$ cat src/rtl/stagAddPkg.sv
package stagAddPkg;

  // Strobes from control to datapath; index 0 is operand A, 1 is operand B.
  typedef struct packed {
    logic       ldLo;
    logic       ldHi;
    logic       ldFlag;
    logic [1:0] selLo;
    logic [1:0] selHi;
  } stageCtl_t;

endpackage

$ cat src/rtl/stagAddCtrl.sv
module stagAddCtrl
  import stagAddPkg::*;
(
  input  logic       clk,
  input  logic       rstN,
  input  logic       inValid,
  input  logic [1:0] bypSel,
  output stageCtl_t  ctl,
  output logic       loValid,
  output logic       hiValid,
  output logic       flagValid
);

  logic       loStageQ;
  logic       hiStageQ;
  logic       flagStageQ;
  logic [1:0] selHiQ;

  always_ff @(posedge clk or negedge rstN) begin
    if (!rstN) begin
      loStageQ   <= 1'b0;
      hiStageQ   <= 1'b0;
      flagStageQ <= 1'b0;
      selHiQ     <= 2'b00;
    end else begin
      loStageQ   <= inValid;
      hiStageQ   <= loStageQ;
      flagStageQ <= hiStageQ;
      // The upper half of a bypassed operand is taken one cycle later.
      selHiQ     <= inValid ? bypSel : 2'b00;
    end
  end

  always_comb begin
    ctl.ldLo   = inValid;
    ctl.selLo  = inValid ? bypSel : 2'b00;
    ctl.ldHi   = loStageQ;
    ctl.selHi  = selHiQ;
    ctl.ldFlag = hiStageQ;
  end

  assign loValid   = loStageQ;
  assign hiValid   = hiStageQ;
  assign flagValid = flagStageQ;

endmodule

$ cat src/rtl/stagAddPath.sv
module stagAddPath
  import stagAddPkg::*;
#(
  parameter int WIDTH = 32
) (
  input  logic                   clk,
  input  logic                   rstN,
  input  logic [WIDTH-1:0]       opA,
  input  logic [WIDTH-1:0]       opB,
  input  stageCtl_t              ctl,
  output logic [WIDTH/2-1:0]     loSum,
  output logic [WIDTH/2-1:0]     hiSum,
  output logic                   flagC,
  output logic                   flagZ,
  output logic                   flagN,
  output logic                   flagV
);

  localparam int HALF = WIDTH / 2;
  localparam int NOPS = 2;

  logic [HALF-1:0] opLoIn [NOPS];
  logic [HALF-1:0] opHiIn [NOPS];
  logic [HALF-1:0] opHiQ  [NOPS];
  logic [HALF-1:0] loArg  [NOPS];
  logic [HALF-1:0] hiArg  [NOPS];

  logic [HALF-1:0] loRes;
  logic [HALF-1:0] hiRes;
  logic [HALF-1:0] loKeep;
  logic            carryQ;
  logic            cOutQ;
  logic            ovfQ;

  assign opLoIn[0] = opA[HALF-1:0];
  assign opLoIn[1] = opB[HALF-1:0];
  assign opHiIn[0] = opA[WIDTH-1:HALF];
  assign opHiIn[1] = opB[WIDTH-1:HALF];

  for (genvar k = 0; k < NOPS; k++) begin : g_operand
    assign loArg[k] = ctl.selLo[k] ? loRes : opLoIn[k];
    assign hiArg[k] = ctl.selHi[k] ? hiRes : opHiQ[k];

    always_ff @(posedge clk or negedge rstN) begin
      if (!rstN) opHiQ[k] <= '0;
      else if (ctl.ldLo) opHiQ[k] <= opHiIn[k];
    end
  end

  logic [HALF:0] loFull;
  logic [HALF:0] hiFull;
  logic          ovfNext;

  always_comb begin
    loFull  = {1'b0, loArg[0]} + {1'b0, loArg[1]};
    hiFull  = {1'b0, hiArg[0]} + {1'b0, hiArg[1]} + {{HALF{1'b0}}, carryQ};
    ovfNext = (hiArg[0][HALF-1] == hiArg[1][HALF-1]) &&
              (hiFull[HALF-1] != hiArg[0][HALF-1]);
  end

  // Stage one: lower half and its carry.
  always_ff @(posedge clk or negedge rstN) begin
    if (!rstN) begin
      loRes  <= '0;
      carryQ <= 1'b0;
    end else if (ctl.ldLo) begin
      loRes  <= loFull[HALF-1:0];
      carryQ <= loFull[HALF];
    end
  end

  // Stage two: upper half, lower half carried along for the zero test.
  always_ff @(posedge clk or negedge rstN) begin
    if (!rstN) begin
      hiRes  <= '0;
      loKeep <= '0;
      cOutQ  <= 1'b0;
      ovfQ   <= 1'b0;
    end else if (ctl.ldHi) begin
      hiRes  <= hiFull[HALF-1:0];
      loKeep <= loRes;
      cOutQ  <= hiFull[HALF];
      ovfQ   <= ovfNext;
    end
  end

  // Stage three: flags.
  always_ff @(posedge clk or negedge rstN) begin
    if (!rstN) begin
      flagC <= 1'b0;
      flagZ <= 1'b0;
      flagN <= 1'b0;
      flagV <= 1'b0;
    end else if (ctl.ldFlag) begin
      flagC <= cOutQ;
      flagZ <= (hiRes == '0) && (loKeep == '0);
      flagN <= hiRes[HALF-1];
      flagV <= ovfQ;
    end
  end

  assign loSum = loRes;
  assign hiSum = hiRes;

endmodule

$ cat src/rtl/stagAdder.sv
module stagAdder
  import stagAddPkg::*;
#(
  parameter int WIDTH = 32
) (
  input  logic               clk,
  input  logic               rstN,
  input  logic               inValid,
  input  logic [WIDTH-1:0]   opA,
  input  logic [WIDTH-1:0]   opB,
  input  logic               bypA,
  input  logic               bypB,
  output logic [WIDTH/2-1:0] loSum,
  output logic [WIDTH/2-1:0] hiSum,
  output logic               loValid,
  output logic               hiValid,
  output logic               flagValid,
  output logic               flagC,
  output logic               flagZ,
  output logic               flagN,
  output logic               flagV
);

  stageCtl_t ctl;

  stagAddCtrl u_ctrl (
    .clk      (clk),
    .rstN     (rstN),
    .inValid  (inValid),
    .bypSel   ({bypB, bypA}),
    .ctl      (ctl),
    .loValid  (loValid),
    .hiValid  (hiValid),
    .flagValid(flagValid)
  );

  stagAddPath #(.WIDTH(WIDTH)) u_path (
    .clk  (clk),
    .rstN (rstN),
    .opA  (opA),
    .opB  (opB),
    .ctl  (ctl),
    .loSum(loSum),
    .hiSum(hiSum),
    .flagC(flagC),
    .flagZ(flagZ),
    .flagN(flagN),
    .flagV(flagV)
  );

endmodule

$ cat config.mk
export PLATFORM = sky130hd
export DESIGN_NAME = stagAdder
export DESIGN_NICKNAME = d
export VERILOG_FILES = /design/src/rtl/stagAddPkg.sv /design/src/rtl/stagAddCtrl.sv /design/src/rtl/stagAddPath.sv /design/src/rtl/stagAdder.sv
export SDC_FILE = /design/constraint.sdc
export NUM_CORES = 1
export LEC_CHECK = 0
export BUFFER_PORTS_ARGS = -buffer_cell sky130_fd_sc_hd__buf_2
export CORE_UTILIZATION = 49
export CTS_CLUSTER_DIAMETER = 30
export DETAILED_ROUTE_END_ITERATION = 7
export GPL_TIMING_DRIVEN = 1
export PLACE_DENSITY_LB_ADDON = 0.2
export SETUP_SLACK_MARGIN = 0.15
export SYNTH_ARGS = -nofsm -noshare
export SYNTH_HDL_FRONTEND = slang
export SYNTH_SLANG_ARGS = --single-unit
$ cat constraint.sdc
create_clock -name clk -period 3.4 [get_ports clk]
set_input_delay 0.68 -clock clk [delete_from_list [all_inputs] [get_ports clk]]
set_output_delay 0.68 -clock clk [all_outputs]
set_load 0.005 [all_outputs]
### After elaboration in Yosys (flattened, before gate mapping)

Index checks and enable logic that the tools add are counted.

| cells by class | value |
|---|---|
| add/subtract/negate cells | 3 |
| $mul | 0 |
| div/mod/pow operators | 0 |
| magnitude comparators | 0 |
| eq/ne operators | 2 |
| shift-type cells | 0 |
| mux-type cells | 5 |
| bitwise gates (word level) | 0 |
| reductions and logical operators | 4 |

Operators with widths:

| cell | number |
|---|---|
| 2-to-1 mux 16 bit | 4 |
| adder 16 x 16 -> 17 bit | 2 |
| zero test 16 bit | 2 |
| adder 17 x 1 -> 17 bit | 1 |
| logical AND 1 bit | 2 |
| 2-to-1 mux 2 bit | 1 |
| == test 1 bit | 1 |
| inequality test 1 bit | 1 |

| storage, ports and cells | value |
|---|---|
| flip-flop bits (word level) | 92 |
| latch bits | 0 |
| bits in writable memories | 0 |
| ROM bits | 0 |
| input port bits | 69 |
| output and inout bits | 39 |
| word-level logic and storage cells | 30 |
| memories | 0 |

### Depth between registers and ports, before layout

Gate-level depths: netlist (run 1).

| logic depth | value |
|---|---|
| depth in word-level cells | 5 |
| gate-level depth with buffers | 12 |
| gate-level depth less buffers | 10 |

### Cells and area by module

A second synthesis (run 1) with hierarchy kept.

| unflattened totals | value |
|---|---|
| cell total of the unflattened synthesis | 484 |
| area total of the unflattened synthesis | 5652.9 um2 |

By module, submodules not included:

| module | times used | cells an instance | area each (um2) | seq. area each (um2) |
|---|---|---|---|---|
| stagAddPath | 1 | 474 | 5492.8 | 2177.1 |
| stagAddCtrl | 1 | 10 | 160.2 | 125.1 |

### Worst setup path after synthesis (run 1)

No wires, ideal clock.

| path | value |
|---|---|
| path type | input-to-reg |
| start | input port inValid |
| end | register u_path.loRes[8] (netlist: u_path.loSum[8]) |
| setup time | 0.125 ns |
| arrival time | 3.114 ns |
| data required time | 3.275 ns |
| setup slack | 0.161 ns |
| cell stages on the path | 11 |
| buffers on the path | 1 |
| path through | buf_2 > nand2_1 > mux2_2 > ha_1 > fa_1 > a211oi_2 > o21bai_1 > a31o_1 > a21oi_2 > xnor2_1 > mux2_4 |

| between the ends | value |
|---|---|
| word-level cells in the longest chain between the ends | 3 |
| elaborated cells on any way between the ends | 4 |
| classes of those cells | 1 x add/sub; 3 x mux |

Ends and longest elaborated chain:

| what | line | source |
|---|---|---|
| start, declared | stagAdder.sv:8 | `input logic inValid,` |
| 2-to-1 mux 2 bit | stagAddCtrl.sv:36 | `ctl.selLo = inValid ? bypSel : 2'b00;` |
| 2-to-1 mux 16 bit | stagAddPath.sv:41 | `assign loArg[k] = ctl.selLo[k] ? loRes : opLoIn[k];` |
| adder 16 x 16 -> 17 bit | stagAddPath.sv:55 | `loFull = {1'b0, loArg[0]} + {1'b0, loArg[1]};` |
| end signal, assigned | stagAddPath.sv:67 | `loRes <= loFull[HALF-1:0];` |
| end, declared | stagAddPath.sv:28 | `logic [HALF-1:0] loRes;` |

Parallel ways exist; a longest one is shown, timed or not.
A chain may end at the register's enable or synchronous reset.

### Final worst setup path (run 1)

| path | value |
|---|---|
| start | input port inValid |
| end | register u_path.loRes[12] (netlist: u_path.loSum[12]) |

The elaborated chain is that of the path after synthesis.

==> out/metrics.yaml, run 1 <==
setup.worst_path.start_class: "input port"
stdcell_count: 746
grt_pass1_vias: 4261
slew_headroom_pct: 56.44
fmax_mhz: 332.9
cts_root_buffer: "clkbuf_16"
yosys_register_bits: 92
setup_viol: 0
worstSkewPairLatency_ps: 340
cts_hold_buf: 0
syn_area_per_cell_um2: 11.45
core-area_um2: 11030
slew_viol_final: 0
rsz0062_at_grt: "no"
path_cells: "buf_2, nand2_1, mux2_2, ha_1, fa_1, a211oi_2, o21bai_1, a21oi_1, o21ai_2, xor2_1, mux2_2"
die_w_um: 109.4
finalCriticalPeriod_ps: 3004
diodes: 0
synth_edf_count: 0
cap_violations: 0
grt_max_degree: 53
cp_top_family: "compound AO/OA/AOI/OAI gates"
gp_congestion: 0.9152
netlist_area_um2: 5657
mostFrequentLayoutCell: "mux2_2"
path_max_fanout: 4
yosys_warnings: 0
cp_num_buf_inv: 1
rows: 38
clk_path_buf_depth: 2
p_per_area_nw_per_um2: 725.1
critical_path_required_ps: 3620
die_h_um: 109.4
critical_path.slowest_cell: "fa_1"
irDropWorstVdd_mv: 0.5499
placed_cells: 731
status: "complete, no violations"
leakage_nw: 2.945
vias: 4313
synth_flop_cell: "dfrtp_1"
synth.top_cells.by_area: "dfrtp_1, mux2_2, ha_1"
synth-async-reset-ratio_pct: 100.0
setup_slack_ps: 395.7
worst_pin_slew_ps: 653.5
top_level_ports: 108
grt_pass1_wl_mm: 21.06
ant_nets: 0
drt_iter0_markers: 134
endpoint_kind: "register"
netlist.top_cell.by_area: "dfrtp_1"
wirelength_mm: 13.01
dp_hpwl_mm: 9.735
htree_levels: 3
path_clk_slew_ps: 60
area_growth_syn_to_layout_pct: 17.03
cts_tree: "done"
routed_via_density: 5.782
start_util_pct: 51.28
post_cts_resized: 0
fin_tns_setup_ps: 0
dieArea_um2: 11980
drcViolationCount: 0
fin_nets: 705
cp_common_cell: "mux2_2"
use_met1_pct: 31.64
hold_viol: 0
skew_ps: 8.715
period_share_pct: 88.36
wire_per_inst_um: 17.45
synth_top_area_share_pct: 40.70
port_buffers: 107
cts.sinks: 92
final_cell_mix: "mux2_2, buf_2, dfrtp_1"
use_met2_pct: 36.70
syn_inst: 494
dr.pass1.iters: 5
antenna_found_initial: 0
cts_buffers: 9
grt-busiest-layer: "met2"
ys_seq_area_share_pct: 40.70
hold_class: "input port to async pin"
syn-num-nets: 597
crit_path_max_incr_delay_ps: 450
ys_types: 51
cp.arrival_ps: 3230
pre_cts_ws_ps: 83.90
grt_util_met3_pct: 5.453
grt_overflow: 0
worst-setup-path-type: "input port to register"
postCtsSetupBuffers: 0
drive_gt1_share_pct: 45.38
grt_usage_pct: 22.98
cells by family (layout without fill, tap and decap cells):
family	Yosys count	count (layout)	share of synthesized area, %
flops	92	92	40.70
mux	134	134	26.72
xor+xnor	17	17	2.632
fa+ha+maj	34	34	7.919
simple gates	86	86	7.587
compound gates	99	99	12.14
buf+inv	32	144	2.300
flip-flops by register name, indices dropped and copies added, names as in the netlist:
register,flops
u_path.hiSum,16
u_ctrl.loValid,1
u_path.flagN,1
u_path.loSum,16
u_path.loKeep,16
u_path.ovfQ,1
u_path.opHiQ,32
u_path.flagZ,1
u_ctrl.hiValid,1
u_path.flagV,1
u_path.carryQ,1
u_ctrl.flagValid,1
u_path.flagC,1
u_path.cOutQ,1
u_ctrl.selHiQ,2
through the flow:
stage               hold WS, ps  power, W  cell area (um2)  util (%)
global placement          463.6  0.003868             6367     57.72
floorplan                 384.4  0.003224             5657         -
finish                    325.6  0.004800             6620     60.02
detailed placement        470.2  0.003919             6367     57.72
CTS                       351.8  0.004833             6620     60.02
global route              373.7  0.005158             6620     60.02
path summary, 6_finish.rpt:
path / start / to / slack (ps) / cells past startpoint
setup / recovery: inValid / u_path.loSum[12] / 400 / 11
hold / removal: rstN / u_ctrl.selHiQ[0] / 330 / 1
setup reg to reg: u_path.hiSum[0] / u_path.hiSum[10] / 440 / 9
hold reg to reg: u_path.ovfQ / u_path.ovfQ / 490 / 2
max in group asynchronous: rstN / u_path.opHiQ[7] / 2280 / 2
min in group clk: u_path.ovfQ / u_path.ovfQ / 490 / 2
power by group:
part / internal, W / leakage (nW) / switching (W) / total, W
sequential: 0.00145 / 1.09 / 0.000363 / 0.00181
clock: 0.000491 / 0.120 / 0.000394 / 0.000885
combinational: 0.00109 / 1.74 / 0.00101 / 0.00210
total: 0.00303 / 2.95 / 0.00177 / 0.00480
final cells by class:
class / count / area [um2]
inverter: 10 / 37.54
clock buffer: 13 / 240.2
sequential: 92 / 2302
timing repair buffer: 119 / 628.1
clock inverter: 2 / 12.51
multi-input combinational: 370 / 3224
tap: 140 / 175.2
fill: 940 / 4410
metal layers:
metal	wire length, um	vias up	part of all wire (%)
met5	0	-	0
met4	189	0	1.5
met3	702	15	5.4
met2	6001	131	46
met1	6120	2097	47
li1	-	2070	-
synthesized netlist by cell type, drive strengths merged, types with 2 or more instances:
cell and n:
o2bb2ai 2, a31oi 4, clkbuf 11, o21a 2, o31ai 4, a21o 10, nand2b 2, or3 2
a31o 4, nor3 12, a21oi 24, nand4 9, a211oi 11, o21ai 20, o211ai 6, nand2 16
nor2 17, nor4 9, ha 31, inv 9, o21bai 5, dfrtp 92, nor2b 3, mux2 133
fa 3, xnor2 13, xor2 4, nand3 12, buf 11
Power figures use the tool's default switching activity.
==> run 2, diff against run 1 <==
Settings changed: BUFFER_PORTS_ARGS -buffer_cell sky130_fd_sc_hd__buf_2 to -buffer_cell sky130_fd_sc_hd__buf_4.
==> out/metrics.yaml, run 2 (synthesis results as in run 1) <==
dr.pass1.iters: 4
fin_tns_setup_ps: 0
finalCriticalPeriod_ps: 3051
combPwrFrac_pct: 44.1
ant_nets: 0
largest_reg_flops: 32
setup_viol: 0
cp_top_family: "adder cells"
port_buffers: 107
routed_via_density: 5.846
cts_buffers: 9
drt_iter0_markers: 140
dp_hpwl_mm: 9.921
wirelength_mm: 13.53
pwr-share-clk_pct: 20.0
intPower_w: 0.003262
core-area_um2: 11030
skew_ps: 7.669
rsz0062_at_grt: "no"
p_per_area_nw_per_um2: 733.5
crit_path_max_incr_delay_ps: 480
critical_path_required_ps: 3620
slew_headroom_pct: 50.44
diodes: 0
stdcell_count: 747
drive_gt1_share_pct: 45.96
utilization_pct: 62.99
swShare_pct: 36.00
die_w_um: 109.4
path_clk_slew_ps: 60
postCtsSetupBuffers: 0
cts_hold_buf: 0
drcViolationCount: 0
fmax_mhz: 327.8
grt_pass1_vias: 4474
worst_pin_slew_ps: 743.4
critical_path.slowest_cell: "fa_1"
final_cell_mix: "mux2_2, buf_4, dfrtp_1"
gp_congestion: 0.8491
p_seq_share_pct: 36.0
path_cells: "mux2_2, fa_1, fa_1, a211oi_2, o211ai_2, a31o_1, a21oi_2, xnor2_1, mux2_2"
slew_viol_final: 0
cts_root_buffer: "clkbuf_16"
start_util_pct: 51.28
hold_class: "input port to async pin"
cp.arrival_ps: 3270
endpoint_kind: "register"
cp_num_buf_inv: 0
path_max_fanout: 5
worst-setup-path-type: "register to register"
cap_violations: 0
power.net_switching_w: 0.001834
antenna_found_initial: 0
irDropWorstVdd_mv: 0.3753
grt_usage_pct: 24.20
vias: 4367
leakage_nw: 3.066
rows: 38
area_growth_syn_to_layout_pct: 22.83
worstSkewPairLatency_ps: 330
htree_levels: 3
rrSetupSlack_ps: 350
fin_nets: 705
cts.sinks: 92
hold_viol: 0
dieArea_um2: 11980
setup.worst_path.start_class: "register"
period_share_pct: 89.73
grt_max_degree: 53
cts_tree: "done"
clk_path_buf_depth: 2
regMostFlops: "u_path.opHiQ"
post_cts_resized: 0
placed_cells: 731
top_level_ports: 108
grt_pass1_wl_mm: 22.29
die_h_um: 109.4
wire_per_inst_um: 18.11
status: "complete, no violations"
mostFrequentLayoutCell: "mux2_2"
grt_overflow: 0
==> run 2: cell count changes in the layout (fill, tap and decap cells not counted), sizes merged <==
cell    delta
clkinv     +1
clkbuf     -2
inv        +1
bufinv     +1
==> run 2: power by group through the flow <==
stage                     combinational [W]  sequential (W)  clock, W
after floorplan                     0.00150         0.00172         0
after global placement              0.00217         0.00184         0
after detailed placement            0.00222         0.00185         0
after CTS                           0.00225         0.00184   0.00103
after global routing                0.00247         0.00190   0.00108
final                               0.00225         0.00183   0.00102
==> run 2: cell type report <==
cell class | instances | area [um2]
clock buffers | 11 | 242.7
inverters | 10 | 37.54
fillers | 926 | 4083
well taps | 140 | 175.2
clock inverters | 5 | 60.06
multi-input cells | 370 | 3224
flip-flops and latches | 92 | 2302
repair buffers | 119 | 905.9
==> run 2: layer usage <==
metal	track usage, %	vias to the layer above	share of wire [%]
li1	-	2076	-
met3	3.438	19	3.7
met4	6.476	0	1.3
met2	39.71	101	48
met5	0	-	0
met1	33.54	2171	47
==> run 2: worst reg2reg max path, delay by kind of cell (launching register included) <==
| kind | cells | cell delay (ps) |
|---|---|---|
| multiplexers | 2 | 570 |
| AO/OA/AOI/OAI | 4 | 890 |
| XOR/XNOR | 1 | 70 |
| flip-flops | 1 | 450 |
| adder cells (fa/ha/maj) | 2 | 950 |
==> run 2: per-stage QoR <==
| stage | total power [W] | cell area, um2 | worst slack, ps | hold slack (ps) |
|---|---|---|---|---|
| after floorplan | 0.003224 | 5657 | 160.6 | 384.4 |
| after global placement | 0.004007 | 6645 | 119.4 | 463.3 |
| after detailed placement | 0.004074 | 6645 | 109.2 | 478.7 |
| after CTS | 0.005119 | 6948 | 358.8 | 394.7 |
| after global routing | 0.005455 | 6948 | 197.6 | 426.5 |
| final | 0.005096 | 6948 | 349.2 | 362.2 |
==> run 2: worst paths after layout <==
check,cells past startpoint,startpoint,end
worst min-delay path,1,rstN,u_path.loSum[13]
worst min register to register,2,u_path.ovfQ,u_path.ovfQ
max in group asynchronous,2,rstN,u_path.loKeep[11]
worst max-delay path,9,u_path.hiSum[0],u_path.hiSum[10]
min in group clk,2,u_path.ovfQ,u_path.ovfQ
worst max register to register,9,u_path.hiSum[0],u_path.hiSum[10]
==> run 3, diff against run 2 <==
--- a/config.mk
+++ b/config.mk
@@ -11,5 +11,5 @@
 export DETAILED_ROUTE_END_ITERATION = 7
 export GPL_TIMING_DRIVEN = 1
-export PLACE_DENSITY_LB_ADDON = 0.2
+export PLACE_DENSITY_LB_ADDON = 0.25
 export SETUP_SLACK_MARGIN = 0.15
 export SYNTH_ARGS = -nofsm -noshare
==> constraint.sdc (replaced) <==
create_clock -name clk -period 3.4 [get_ports clk]
set_input_delay 0.34 -clock clk [delete_from_list [all_inputs] [get_ports clk]]
set_output_delay 0.34 -clock clk [all_outputs]
set_load 0.005 [all_outputs]
==> out/metrics.yaml, run 3 (synthesis results as in run 1) <==
drive_gt1_share_pct: 45.53
endpoint_kind: "register"
cts.sinks: 92
rrSetupSlack_ps: 400
cts_root_buffer: "clkbuf_16"
irDropWorstVdd_mv: 0.3384
p_seq_share_pct: 35.6
area_growth_syn_to_layout_pct: 22.50
clk_path_buf_depth: 2
cts_hold_buf: 0
grt_overflow: 0
fmax_mhz: 333.5
post_cts_resized: 0
gp_congestion: 0.9019
slew_headroom_pct: 45.70
worstSkewPairLatency_ps: 350
port_buffers: 107
diodes: 0
crit_path_max_incr_delay_ps: 460
period_share_pct: 88.19
drcViolationCount: 0
pwr-share-clk_pct: 21.1
fin_hold_ws_ps: 62.86
fill_cells: 890
hold_viol: 0
worst_pin_slew_ps: 814.5
largest_reg_flops: 32
routed_via_density: 5.800
r2r_cells: 9
htree_levels: 3
grt_max_degree: 63
wire_per_inst_um: 17.78
swShare_pct: 35.48
cp_num_buf_inv: 0
mostFrequentLayoutCell: "mux2_2"
rows: 38
r2r-end: "u_path.hiSum[10]"
worst-setup-path-type: "register to register"
cp.arrival_ps: 3230
fin_tns_setup_ps: 0
rsz0062_at_grt: "no"
grt_usage_pct: 23.40
vias: 4315
cp_top_family: "adder cells"
setup_slack_ps: 401.4
slew_viol_final: 0
cts_buffers: 9
final_cell_mix: "mux2_2, buf_4, dfrtp_1"
power.net_switching_w: 0.001824
multiInputGateArea_um2: 3224
postCtsSetupBuffers: 0
wirelength_mm: 13.23
cts_tree: "done"
grt_pass1_wl_mm: 21.36
path_clk_slew_ps: 60
die_h_um: 109.4
setup.worst_path.start_class: "register"
hold_class: "input port to async pin"
path_depth: 9
path_cells: "mux2_2, fa_1, fa_1, a211oi_2, o211ai_2, a31o_1, a21oi_2, xnor2_1, mux2_2"
dp_hpwl_mm: 9.757
regMostFlops: "u_path.opHiQ"
die_w_um: 109.4
leakage_nw: 3.055
fin_nets: 702
drt_iter0_markers: 194
dr.pass1.iters: 4
critical_path.slowest_cell: "fa_1"
grt_pass1_vias: 4233
p_per_area_nw_per_um2: 741.7
dieArea_um2: 11980
status: "complete, no violations"
path_max_fanout: 5
finalCriticalPeriod_ps: 2999
register_area_um2: 2302
core-area_um2: 11030
antenna_found_initial: 0
ant_nets: 0
critical_path_required_ps: 3630
utilization_pct: 62.82
skew_ps: 7.533
setup_viol: 0
rr_startpoint: "u_path.hiSum[0]"
cap_violations: 0
intPower_w: 0.003316
pre_cts_ws_ps: 333.4
top_level_ports: 108
combPwrFrac_pct: 43.2
start_util_pct: 51.28
## run 3: changes by cell type in the layout (fill, tap and decap cells not counted)
cell | before | now
buf_12 | 1 | 0
buf_4 | 118 | 116
bufinv_16 | 1 | 2
clkbuf_1 | 1 | 2
clkinv_4 | 1 | 0
inv_6 | 1 | 0
## run 3: worst register-to-register path, stage by stage (launching register included)
cell and delay, ps:
dfrtp_1 450, mux2_2 310, fa_1 460, fa_1 450, a211oi_2 350, o211ai_2 160
a31o_1 240, a21oi_2 140, xnor2_1 70, mux2_2 260
## run 3: final cells by class
type                    count  area share, %
clock buffers              12          3.557
clock inverters             4          1.047
inverters                  10         0.5417
multi-input cells         370          46.53
flip-flops and latches     92          33.22
well taps                 140          2.528
repair buffers            116          12.57
## run 3: metrics by stage
| stage | instances | area (um2) | total power, W |
|---|---|---|---|
| 4_1_cts | 744 | 6929 | 0.005150 |
| 3_3_place_gp | 728 | 6610 | 0.003969 |
| 2_1_floorplan | 494 | 5657 | 0.003224 |
| 3_5_place_dp | 728 | 6610 | 0.004041 |
| 6_report | 744 | 6929 | 0.005139 |
| 5_1_grt | 744 | 6929 | 0.005483 |
## run 3: power by group through the flow
| stage | sequential [W] | combinational [W] | clock [W] |
|---|---|---|---|
| 4_1_cts | 0.00183 | 0.00222 | 0.00110 |
| 3_5_place_dp | 0.00185 | 0.00219 | 0 |
| 3_3_place_gp | 0.00184 | 0.00213 | 0 |
| 2_1_floorplan | 0.00172 | 0.00150 | 0 |
| 5_1_grt | 0.00190 | 0.00245 | 0.00114 |
| 6_report | 0.00183 | 0.00222 | 0.00109 |
## run 3: worst max-delay path by stage
stage	startpoint	to	slack [ps]
2_1_floorplan	u_ctrl.selHiQ[1]	u_path.hiSum[10]	410
3_3_place_gp	bypB	u_path.loSum[8]	400
3_5_place_dp	bypB	u_path.loSum[8]	330
4_1_cts	u_path.hiSum[0]	u_path.hiSum[10]	400
5_1_grt	u_path.hiSum[0]	u_path.hiSum[10]	260
6_report	u_path.hiSum[0]	u_path.hiSum[10]	400
## run 3: per-layer routing
metal  vias up  track usage (%)  wire length [um]
li1       2056                -                 -
met1      2112            32.36              6153
met2       127            36.30              6180
met3        20            3.497               611
met4         0            10.57               283
met5         -                0                 0
